**config.mk**
```make
export PLATFORM = sky130hd
export DESIGN_NAME = grp_prio_arb
export DESIGN_NICKNAME = d
export VERILOG_FILES = /design/src/rtl/gpa_pkg.sv /design/src/rtl/gpa_scan_ctl.sv /design/src/rtl/gpa_lane.sv /design/src/rtl/grp_prio_arb.sv
export SDC_FILE = /design/constraint.sdc
export NUM_CORES = 1
export LEC_CHECK = 0
export CAP_MARGIN = 40
export CELL_PAD_IN_SITES_DETAIL_PLACEMENT = 1
export CELL_PAD_IN_SITES_GLOBAL_PLACEMENT = 1
export CORE_MARGIN = 2
export CORE_UTILIZATION = 53
export DETAILED_ROUTE_END_ITERATION = 8
export DONT_BUFFER_PORTS = 1
export PLACE_DENSITY_LB_ADDON = 0.1
export SLEW_MARGIN = 20
export SYNTH_ARGS = -nofsm -noshare
export SYNTH_HDL_FRONTEND = slang
export SYNTH_SLANG_ARGS = --single-unit
```
**constraint.sdc**
```tcl
create_clock -name clk -period 17.1 [get_ports clk]
set_clock_uncertainty 0.1 [all_clocks]
set_input_delay 1.71 -clock clk [delete_from_list [all_inputs] [get_ports clk]]
set_output_delay 1.71 -clock clk [all_outputs]
set_load 0.02 [all_outputs]
```
**src/rtl/gpa_pkg.sv**
```systemverilog
package gpa_pkg;
  localparam int PW  = 8;
  localparam int IDW = 10;
  localparam logic [IDW-1:0] NO_ID   = 10'd1023;
  localparam logic [PW:0]    NO_PRIO = 9'h100;

  typedef struct packed {
    logic [PW:0]    prio;
    logic [IDW-1:0] id;
    logic           grp;
  } cand_t;

  typedef struct packed {
    logic           irq;
    logic           fiq;
    logic [IDW-1:0] id;
  } verdict_t;

  function automatic logic grouping_on(input logic [3:0] rev, input logic sec);
    return (rev >= 4'd2) || sec;
  endfunction

  // strict compare: an earlier (lower numbered) source keeps a tie
  function automatic cand_t pick(input cand_t best, input cand_t cur, input logic ok);
    if (ok && (cur.prio < best.prio)) return cur;
    return best;
  endfunction

  function automatic verdict_t judge(input cand_t w, input logic [PW-1:0] pmask,
                                     input logic [PW-1:0] run, input logic dg0,
                                     input logic dg1, input logic cg0, input logic cg1,
                                     input logic fiqen);
    verdict_t v;
    v     = '0;
    v.id  = NO_ID;
    if ((dg0 || dg1) && (cg0 || cg1) && (w.prio < {1'b0, pmask})) begin
      v.id = w.id;
      if ((w.grp ? dg1 : dg0) && (w.prio < {1'b0, run})) begin
        if (!w.grp) begin
          if (fiqen) v.fiq = cg0;
          else       v.irq = cg0;
        end else begin
          v.irq = cg1;
        end
      end
    end
    return v;
  endfunction
endpackage

```
**src/rtl/gpa_scan_ctl.sv**
```systemverilog
module gpa_scan_ctl #(
  parameter int NSRC  = 8,
  parameter int SNAPW = 16,
  localparam int SW   = (NSRC > 1) ? $clog2(NSRC) : 1
) (
  input  logic             clk,
  input  logic             rst_n,
  input  logic [SNAPW-1:0] snap_in,
  output logic [SW-1:0]    idx,
  output logic             restart,
  output logic             upd
);
  localparam logic [SW-1:0] LAST = SW'(NSRC - 1);

  logic [SNAPW-1:0] snap_q;

  assign restart = (snap_in != snap_q);
  assign upd     = (idx == LAST) && !restart;

  always_ff @(posedge clk) begin
    if (!rst_n) begin
      snap_q <= '0;
      idx    <= '0;
    end else begin
      snap_q <= snap_in;
      if (restart || (idx == LAST)) idx <= '0;
      else                          idx <= idx + 1'b1;
    end
  end
endmodule

```
**src/rtl/gpa_lane.sv**
```systemverilog
module gpa_lane
  import gpa_pkg::*;
(
  input  logic           clk,
  input  logic           rst_n,
  input  logic           restart,
  input  logic           upd,
  input  cand_t          cur,
  input  logic           cur_ok,
  input  logic [PW-1:0]  pmask,
  input  logic [PW-1:0]  run,
  input  logic           dg0,
  input  logic           dg1,
  input  logic           cg0,
  input  logic           cg1,
  input  logic           fiqen,
  output logic           irq,
  output logic           fiq,
  output logic [IDW-1:0] id
);
  cand_t    best_q, best_nx;
  verdict_t verdict;

  assign best_nx = pick(best_q, cur, cur_ok);
  assign verdict = judge(best_nx, pmask, run, dg0, dg1, cg0, cg1, fiqen);

  always_ff @(posedge clk) begin
    if (!rst_n) begin
      best_q <= '{prio: NO_PRIO, id: NO_ID, grp: 1'b0};
      irq    <= 1'b0;
      fiq    <= 1'b0;
      id     <= NO_ID;
    end else if (restart) begin
      best_q <= '{prio: NO_PRIO, id: NO_ID, grp: 1'b0};
    end else if (upd) begin
      best_q <= '{prio: NO_PRIO, id: NO_ID, grp: 1'b0};
      irq    <= verdict.irq;
      fiq    <= verdict.fiq;
      id     <= verdict.id;
    end else begin
      best_q <= best_nx;
    end
  end
endmodule

```
**src/rtl/grp_prio_arb.sv**
```systemverilog
module grp_prio_arb
  import gpa_pkg::*;
#(
  parameter int NSRC = 8,
  parameter int NCPU = 2
) (
  input  logic                      clk,
  input  logic                      rst_n,
  input  logic [NSRC-1:0]           src_pend,
  input  logic [NSRC-1:0]           src_en,
  input  logic [NSRC-1:0]           src_grp,
  input  logic [NSRC-1:0][7:0]      src_prio,
  input  logic [NSRC-1:0][NCPU-1:0] src_tgt,
  input  logic [NCPU-1:0][7:0]      cpu_pmask,
  input  logic [NCPU-1:0][7:0]      cpu_run,
  input  logic [NCPU-1:0]           cpu_g0en,
  input  logic [NCPU-1:0]           cpu_g1en,
  input  logic [NCPU-1:0]           cpu_fiqen,
  input  logic                      dist_g0en,
  input  logic                      dist_g1en,
  input  logic [3:0]                ctrl_rev,
  input  logic                      sec_ext,
  output logic [NCPU-1:0]           irq_o,
  output logic [NCPU-1:0]           fiq_o,
  output logic [NCPU-1:0][9:0]      cur_id_o
);
  localparam int SW    = (NSRC > 1) ? $clog2(NSRC) : 1;
  localparam int SNAPW = NSRC * (3 + PW + NCPU) + NCPU * (2 * PW + 3) + 2 + 4 + 1;

  logic [SNAPW-1:0] snap_vec;
  logic [SW-1:0]    scan_idx;
  logic             restart;
  logic             scan_upd;
  logic             grouping;
  cand_t            cur;

  assign snap_vec = {src_pend, src_en, src_grp, src_prio, src_tgt, cpu_pmask, cpu_run,
                     cpu_g0en, cpu_g1en, cpu_fiqen, dist_g0en, dist_g1en, ctrl_rev, sec_ext};

  gpa_scan_ctl #(.NSRC(NSRC), .SNAPW(SNAPW)) u_scan (
    .clk     (clk),
    .rst_n   (rst_n),
    .snap_in (snap_vec),
    .idx     (scan_idx),
    .restart (restart),
    .upd     (scan_upd)
  );

  assign grouping = grouping_on(ctrl_rev, sec_ext);
  assign cur.prio = {1'b0, src_prio[scan_idx]};
  assign cur.id   = IDW'(scan_idx);
  assign cur.grp  = grouping & src_grp[scan_idx];

  for (genvar c = 0; c < NCPU; c++) begin : g_lane
    logic cur_ok;
    assign cur_ok = src_en[scan_idx] & src_pend[scan_idx] & src_tgt[scan_idx][c];

    gpa_lane u_lane (
      .clk     (clk),
      .rst_n   (rst_n),
      .restart (restart),
      .upd     (scan_upd),
      .cur     (cur),
      .cur_ok  (cur_ok),
      .pmask   (cpu_pmask[c]),
      .run     (cpu_run[c]),
      .dg0     (dist_g0en),
      .dg1     (dist_g1en & grouping),
      .cg0     (cpu_g0en[c]),
      .cg1     (cpu_g1en[c] & grouping),
      .fiqen   (cpu_fiqen[c] & grouping),
      .irq     (irq_o[c]),
      .fiq     (fiq_o[c]),
      .id      (cur_id_o[c])
    );
  end
endmodule

```
# == After elaboration in Yosys (flattened, before gate mapping) ==
# Index checks and enable logic that the tools add are counted.
# word_totals
reg_bits,216
in_bits,151
elab_cells,84
# classes
addsub,1
magnitude_cmp,8
n_eq_ne,2
n_mux,30
bitwise,11
n_reduce_logical,18
# op_table
op,count
$ne 149x149->1,1
$mux 20,4
$lt 9x8->1,4
$bmux 8 s3,1
$mux 12,2
$lt 8x9->1,2
$mux 1,15
$and 1x1->1,9
$bmux 1 s3,3
$logic_and 1x1->1,9
$mux 8,1
$bmux 2 s3,1
$mux 2,3
$logic_or 1x1->1,5
$ge 4x2->1 const B,1
$lt 3x4->1 const B,1
$add 3x1->3 const B,1
$eq 3x3->1 const B,1
$reduce_or 3->1,1
$not 1->1,2
$reduce_and 2->1,1
$reduce_or 2->1,1
$logic_not 1->1,1

# == Longest topological paths before layout ==
# Gate-level depths: netlist of the first run.
# depth
depth_word,11
depth_mapped,25
ltp_nobuf,19

# == Modules after synthesis ==
# A second synthesis of the first run with hierarchy kept.
# unflattened
hier_cells,1011
area_unflattened_um2,10267.3
# modules_own_cells
module,n_inst,cells_per_inst,area_each_um2,seq_area_each_um2
gpa_scan_ctl,1,532,5746.8,3042.9
gpa_lane,2,207,1811.7,640.6
grp_prio_arb,1,65,897.1,0.0

# == Least setup slack after synthesis of the first run ==
# No wires, ideal clock.
# synth_timing
path_type,input port to flip-flop
start,input src_prio[60] in the netlist's numbering
end,register g_lane[0].u_lane.irq
setup_ns,0.070
arrival_time_ns,5.737
t_required_ns,16.930
path_slack_ns,11.192
cell_stages,20
path_buffers,2
cell_sequence,mux4_2 mux2_2 ha_1 a21oi_1 o21ai_0 a222oi_1 nand3_2 nor2_1 buf_2 nand2_1 o21ai_0 ha_1 a21o_1 a21o_1 a21oi_1 o211ai_1 a2111oi_4 buf_6 o2111ai_2 o2bb2ai_1
# synth_rtl
item,line,rtl
from (decl),grp_prio_arb.sv:12,"input logic [NSRC-1:0][7:0] src_prio,"
to (signal assigned),gpa_lane.sv:37,irq <= verdict.irq;
to (decl),gpa_lane.sv:17,"output logic irq,"

==> flow_metrics.tcl, run 1 <==
set metrics [dict create \
    routed_via_density 5.75 \
    post_route_utilization_pct 58.6 \
    critPathCaptureType "flip-flop" \
    syn_area_um2 10100 \
    clock-root-buffer "clkbuf_16" \
    tightest_slew_ns 0.775 \
    portBuffers 0 \
    outcome "completed" \
    postCtsSetupBuffers 0 \
    cts_tree "yes" \
    report.final.setup_viol 0 \
    finalHoldViolCount 0 \
    timing.final.crit_period_ns 6.29 \
    clock.fmax_mhz 159 \
    final_net_count 1190 \
    edff_count_synth 0 \
    fin_setup_tns_ns 0 \
    drt-total-wl_mm 29.8 \
    share_of_synthesized_flip_flops_with_an_asynchronous_set_or_reset_pct 0 \
    routedWlPerCell_um 24.0 \
    finalMaxSlewViolations 0 \
    ctsResizeCount 0 \
    drt_iter0_drc 431 \
    synth.yosys.seq_area_share_pct 42.7 \
    switching_share_pct 22.8 \
    initial_core_utilization_pct 54.2 \
    power.static_leakage_nw 4.61 \
    p_per_area_nw_per_um2 98.2 \
    core-area_um2 18700 \
    grt_first_pass_wirelength_mm 44.7 \
    grt.overflow.total 0 \
    timing.critical_path.required_ns 17.44 \
    mean_instance_size_in_the_synthesized_netlist_um2 10.1 \
    finalWeightedCongestion 0.842 \
    critical_path_class "in2reg" \
    unrepaired_setup_endpoints_after_global_routing "false" \
    power_frac_seq_pct 49.2 \
    ys_warn_count 0 \
    worst_setup_path_start_kind "input pin" \
    postCtsHoldBufs 0 \
    post_synth_inst_count 1008 \
    power.ir.vdd_worst_v 0.0000840 \
    final.fill_count 2021 \
    row_count 50 \
    area_growth_syn_to_layout_pct 8.24 \
    final_min_period_over_clock_period_pct 36.8 \
    pin_count_of_the_biggest_net_entering_global_routing 173 \
    clock_net_sink_count 216 \
    internal_power_mw 0.832 \
    cts_inserted_buffers 23 \
    grt_antenna_before_repair 0 \
    htree_levels 1 \
    grt_usage_pct 29.7 \
    layout-drive-gt1-share_pct 7.24 \
    detailroute.via_count 7149 \
    critPathArrivalTime_ns 6.63 \
    die_h_um 142 \
    detail-route-antenna-nets 0 \
    cap_violations 0 \
    worst_setup_hold_path_clk_slew_ns 0.06 \
    drt-pass1-iter-count 5 \
    synth_ff_type "dfxtp_1" \
    timing.slew.headroom_pct 48.3 \
    first_global_vias 7496 \
    synth_cell_type_count 61 \
    synth.net_count 1203 \
    dp.cells 1203 \
    die_area_um2 20200 \
    clk-insertion-delay-late_ns 0.51 \
    pin_count 175 \
    clock_tree.buffer_depth 3 \
    worstPathMaxFanout 13 \
    ys_ff_latch 216 \
    instances_no_fill 1243 \
    p_clk_share_pct 43.3 \
    detailed_place_hpwl_mm 22.8 \
    die_width_um 142 \
    worstHoldPathType "reg2reg" \
    power.share.combinational_pct 7.4 \
    net-switching-power_mw 0.245 \
    remaining_drc_errors 0 \
]
## metrics by stage
step,setup WS [ns],total power [mW],area (um^2),hold WS (ns)
after global routing,10.40,1.12,11000,0.377
final,10.81,1.08,11000,0.353
after global placement,9.98,0.617,10200,0.334
after detailed placement,10.26,0.620,10300,0.345
after CTS,10.82,1.08,10900,0.360
after floorplan,11.19,0.601,10100,0.322
## placed cells by master, fill, tap and decap left out, drive strengths merged, types with 3 or more instances in the layout
cell type	count
o211ai	3
a21oi	17
nand2b	28
o21ai	21
nand3	10
xnor2	13
and2	157
nand4	16
nor4	37
nor3	3
nor2b	19
o2bb2ai	21
inv	50
mux2	10
dfxtp	216
buf	7
mux4	22
and3	3
nand2	57
ha	44
mux2i	9
a21o	15
nor2	19
o2111ai	3
xor2	136
a211oi	4
clkbuf	35
nand3b	3
## layer usage
metal	part of all wire, %	track usage [%]	vias to the layer above	wire length [um]
met5	0	0	-	0
met4	3.7	10.1	0	1110
met3	9.0	9.32	63	2690
met2	45	47.3	230	13400
met1	42	38.3	3486	12600
li1	-	-	3370	-
## worst max-delay path, stage by stage
cell	delay [ns]
mux4_2	0.47
mux2_2	0.35
ha_1	0.31
a21oi_1	0.15
o21ai_0	0.12
a222oi_1	0.39
nand3_2	0.18
nor2_1	0.37
buf_4	0.26
nand2_1	0.07
o21ai_0	0.15
ha_1	0.32
a21o_1	0.17
a21o_1	0.17
a21oi_1	0.14
o211ai_1	0.14
a2111oi_4	0.72
o2111ai_2	0.25
o2bb2ai_1	0.19
## power groups by stage
stage / Combinational, mW / Clock (mW) / Sequential, mW
6_report: 0.0802 / 0.467 / 0.530
3_5_place_dp: 0.0788 / 0 / 0.541
2_1_floorplan: 0.0609 / 0 / 0.540
5_1_grt: 0.0879 / 0.496 / 0.531
4_1_cts: 0.0802 / 0.472 / 0.530
3_3_place_gp: 0.0762 / 0 / 0.540
## area by class of cell
cell class	count	area (um^2)	share of cell area [%]
diodes	1	2.50	0.0228
inverters	50	188	1.71
well taps	234	293	2.67
multi-input cells	697	5410	49.3
flip-flops and latches	216	4330	39.4
clock buffers	35	641	5.84
clock inverters	3	40.0	0.365
repair buffers	7	67.6	0.616
## flip-flops by register name, summed over array words and instances (netlist names)
register and count:
u_scan.snap_q 149, g_lane.u_lane.best_q 40, g_lane.u_lane.id 20, u_scan.idx 3, g_lane.u_lane.fiq 2, g_lane.u_lane.irq 2
## synth_stat cells, types with 2 or more instances
| cell type | number | share of area, % |
|---|---|---|
| xnor2_1 | 13 | 1.1 |
| a221oi_1 | 2 | 0.17 |
| a21oi_1 | 17 | 0.84 |
| ha_1 | 44 | 5.4 |
| and2_1 | 156 | 9.6 |
| nor2_1 | 19 | 0.70 |
| o211ai_1 | 3 | 0.22 |
| nor4_1 | 37 | 2.3 |
| dfxtp_1 | 216 | 43 |
| buf_4 | 4 | 0.30 |
| a211oi_1 | 4 | 0.30 |
| o211a_1 | 2 | 0.20 |
| a32oi_1 | 2 | 0.17 |
| nor2b_1 | 19 | 1.2 |
| nand3b_1 | 3 | 0.22 |
| buf_2 | 9 | 0.44 |
| clkbuf_1 | 28 | 1.0 |
| buf_6 | 2 | 0.22 |
| o2bb2ai_1 | 21 | 1.8 |
| nand3_1 | 9 | 0.44 |
| a41o_1 | 2 | 0.20 |
| inv_1 | 50 | 1.9 |
| mux2i_1 | 8 | 0.79 |
| nand2_1 | 57 | 2.1 |
| o21ai_0 | 20 | 0.99 |
| mux2_2 | 9 | 1.0 |
| xor2_1 | 136 | 12 |
| buf_1 | 2 | 0.074 |
| mux4_1 | 2 | 0.52 |
| a21o_1 | 15 | 1.1 |
| nor3_1 | 3 | 0.15 |
| nand4_1 | 16 | 0.99 |
| nand2b_1 | 28 | 1.7 |
| mux4_2 | 20 | 4.4 |
| o2111ai_1 | 2 | 0.17 |
| and3_1 | 3 | 0.19 |
## path summary, 6_finish.rpt
| path | start | end | slack [ns] | cells after the start |
|---|---|---|---|---|
| max | src_prio[28] | g_lane[0].u_lane.fiq | 10.81 | 19 |
| min | g_lane[0].u_lane.best_q[5] | g_lane[0].u_lane.best_q[5] | 0.35 | 2 |
| max reg2reg | u_scan.idx[0] | g_lane[0].u_lane.fiq | 10.88 | 20 |
| min reg2reg | g_lane[0].u_lane.best_q[5] | g_lane[0].u_lane.best_q[5] | 0.35 | 2 |
## cell families (layout without fill, tap and decap cells)
group | count (synthesis) | after routing | share of synthesized area [%]
and+or+nand+nor | 358 | 358 | 20.3
DFF | 216 | 216 | 42.7
adders and majority gates | 44 | 44 | 5.43
other | 0 | 1 | 0
AOI/OAI and AO/OA | 105 | 105 | 7.72
buffers and inverters | 95 | 95 | 3.93
xor gates and xnor gates | 149 | 149 | 12.9
muxes | 41 | 41 | 7.09
No activity file was read; power rests on OpenSTA's default activity.
==> run 2, diff against run 1 <==
--- a/config.mk
+++ b/config.mk
@@ -9,7 +9,7 @@
 export CELL_PAD_IN_SITES_DETAIL_PLACEMENT = 1
 export CELL_PAD_IN_SITES_GLOBAL_PLACEMENT = 1
 export CORE_MARGIN = 2
-export CORE_UTILIZATION = 53
+export CORE_UTILIZATION = 49
 export DETAILED_ROUTE_END_ITERATION = 8
 export DONT_BUFFER_PORTS = 1
 export PLACE_DENSITY_LB_ADDON = 0.1
==> constraint.sdc (replaced) <==
create_clock -name clk -period 6.2 [get_ports clk]
set_clock_uncertainty 0.1 [all_clocks]
set_input_delay 0.62 -clock clk [delete_from_list [all_inputs] [get_ports clk]]
set_output_delay 0.62 -clock clk [all_outputs]
set_load 0.02 [all_outputs]
==> run 2 against run 1 <==
Highest routed layer unchanged; final area grew 1.2%; critical path type is now reg2reg; critical endpoint unchanged; hold slack got worse by 0.25 ns; worst setup slack got worse by 10 ns.
==> flow_metrics.tcl, run 2 (synthesis gave the netlist of run 1 again) <==
set metrics [dict create \
    cts_tree "yes" \
    mostFrequentLayoutCell "dfxtp_1" \
    finalWeightedCongestion 0.879 \
    remaining_drc_errors 0 \
    grt.overflow.total 0 \
    die_h_um 148 \
    final_min_period_over_clock_period_pct 91.5 \
    timing.critical_path.required_ns 6.54 \
    num_antenna_cells 0 \
    instances_no_fill 1282 \
    power.ir.vdd_worst_v 0.000205 \
    crit_path_top_delay_cell "a2111oi_4" \
    final_net_count 1193 \
    power.share.combinational_pct 7.3 \
    clock_tree.buffer_depth 3 \
    cts_inserted_buffers 24 \
    outcome "completed" \
    internal_power_mw 2.37 \
    postCtsSetupBuffers 0 \
    portBuffers 0 \
    finalMaxSlewViolations 0 \
    worst_setup_hold_path_clk_slew_ns 0.06 \
    area_growth_syn_to_layout_pct 9.58 \
    timing.critical_path.buf_inv 1 \
    initial_core_utilization_pct 50.1 \
    worstHoldPathType "in2reg" \
    grt_usage_pct 28.1 \
    routedWlPerCell_um 23.9 \
    timing.final.crit_period_ns 5.67 \
    routed_via_density 5.60 \
    core-area_um2 20200 \
    critPathCaptureType "flip-flop" \
    clock_net_sink_count 216 \
    die_area_um2 21800 \
    pin_count_of_the_biggest_net_entering_global_routing 173 \
    drt_iter0_drc 386 \
    layout-drive-gt1-share_pct 8.20 \
    critPathTopFamily "compound AO/OA/AOI/OAI gates" \
    dp.cells 1242 \
    p_total_mw 3.09 \
    row_count 52 \
    critPathArrivalTime_ns 6.01 \
    detailed_place_hpwl_mm 23.3 \
    max_flop_register "u_scan.snap_q" \
    layout.cells.most_common_list "dfxtp_1, and2_1, xor2_1, nand2_1, inv_1" \
    detailroute.via_count 7174 \
    unrepaired_setup_endpoints_after_global_routing "false" \
    first_global_vias 7522 \
    detail-route-antenna-nets 0 \
    clock-root-buffer "clkbuf_16" \
    drt-total-wl_mm 30.6 \
    worstPathMaxFanout 14 \
    tightest_slew_ns 0.744 \
    die_width_um 148 \
    drt-pass1-iter-count 5 \
    timing.slew.headroom_pct 49.9 \
    p_per_area_nw_per_um2 279 \
    max_stage_delay_ns 0.70 \
    fin_setup_tns_ns 0 \
    net-switching-power_mw 0.717 \
    ctsResizeCount 0 \
    htree_levels 1 \
    worst_setup_path_start_kind "flip-flop" \
    grt_first_pass_wirelength_mm 46.0 \
    timing.critical_path.mode_cell "ha_1" \
    clk-insertion-delay-late_ns 0.53 \
    postCtsHoldBufs 0 \
    report.final.setup_viol 0 \
    power.static_leakage_nw 4.66 \
    cap_violations 0 \
    clock.fmax_mhz 176 \
    critical_path_class "reg2reg" \
    worstPathCellList "buf_4 > mux4_2 > mux2_2 > ha_1 > nand4b_1 > nor3_1 > a21boi_1 > nor2_2 > o21ai_0 > ha_1 > a21o_1 > a211oi_1 > o211ai_1 > a2111oi_4 > o2111ai_2 > o2bb2ai_1" \
    grt_antenna_before_repair 0 \
    power_frac_seq_pct 47.3 \
    pin_count 175 \
    finalHoldViolCount 0 \
    biggestRegsByFlops "u_scan.snap_q (149), g_lane.u_lane.best_q (40), g_lane.u_lane.id (20)" \
    switching_share_pct 23.2 \
    p_clk_share_pct 45.4 \
    largest_register_ffs 149 \
]
-- run 2: layer usage --
metal | vias to the layer above | part of all wire [%] | global-route usage (%)
met5 | - | 0 | 0
met4 | 0 | 2.5 | 8.03
met3 | 48 | 9.3 | 9.23
met2 | 244 | 44 | 43.6
met1 | 3505 | 44 | 37.7
li1 | 3377 | - | -
-- run 2: worst paths after layout --
| path | startpoint | to | slack, ns | cells past startpoint |
|---|---|---|---|---|
| worst max-delay path | u_scan.idx[0] | g_lane[0].u_lane.fiq | 0.53 | 16 |
| worst min-delay path | rst_n | g_lane[1].u_lane.id[6] | 0.10 | 1 |
| worst max register to register | u_scan.idx[0] | g_lane[0].u_lane.fiq | 0.53 | 16 |
| worst min register to register | g_lane[0].u_lane.best_q[7] | g_lane[0].u_lane.best_q[7] | 0.35 | 2 |
-- run 2: worst reg2reg max path, delay by kind of cell (launching register included) --
kind	cells	cell delay (ns)
compound gates	8	2.65
mux	2	0.92
simple gates	3	0.68
fa+ha+maj	2	0.62
flops	1	0.33
buf+inv	1	0.27
-- run 2: layout make-up --
cell class	instances	area, um^2
fill	2213	9130
clock inverter	8	104
inverter	50	188
multi-input combinational	697	5410
clock buffer	32	661
timing repair buffer	9	75.1
sequential	216	4330
tap	270	338
-- run 2: power by group through the flow --
stage / logic (mW) / registers, mW / clock network (mW)
after floorplan: 0.168 / 1.49 / 0
after detailed placement: 0.222 / 1.49 / 0
after global routing: 0.249 / 1.47 / 1.48
after CTS: 0.225 / 1.46 / 1.42
final: 0.225 / 1.46 / 1.41
after global placement: 0.218 / 1.49 / 0
-- run 2: stage by stage --
step | util, % | cell area (um^2) | hold WS [ns] | worst slack [ns]
2_1_floorplan | - | 10100 | 0.322 | 0.654
3_3_place_gp | 51.0 | 10300 | 0.336 | 0.563
3_5_place_dp | 51.1 | 10300 | 0.342 | 0.438
4_1_cts | 54.9 | 11100 | 0.0699 | 0.404
5_1_grt | 54.9 | 11100 | 0.0706 | 0.164
6_report | 54.9 | 11100 | 0.101 | 0.529
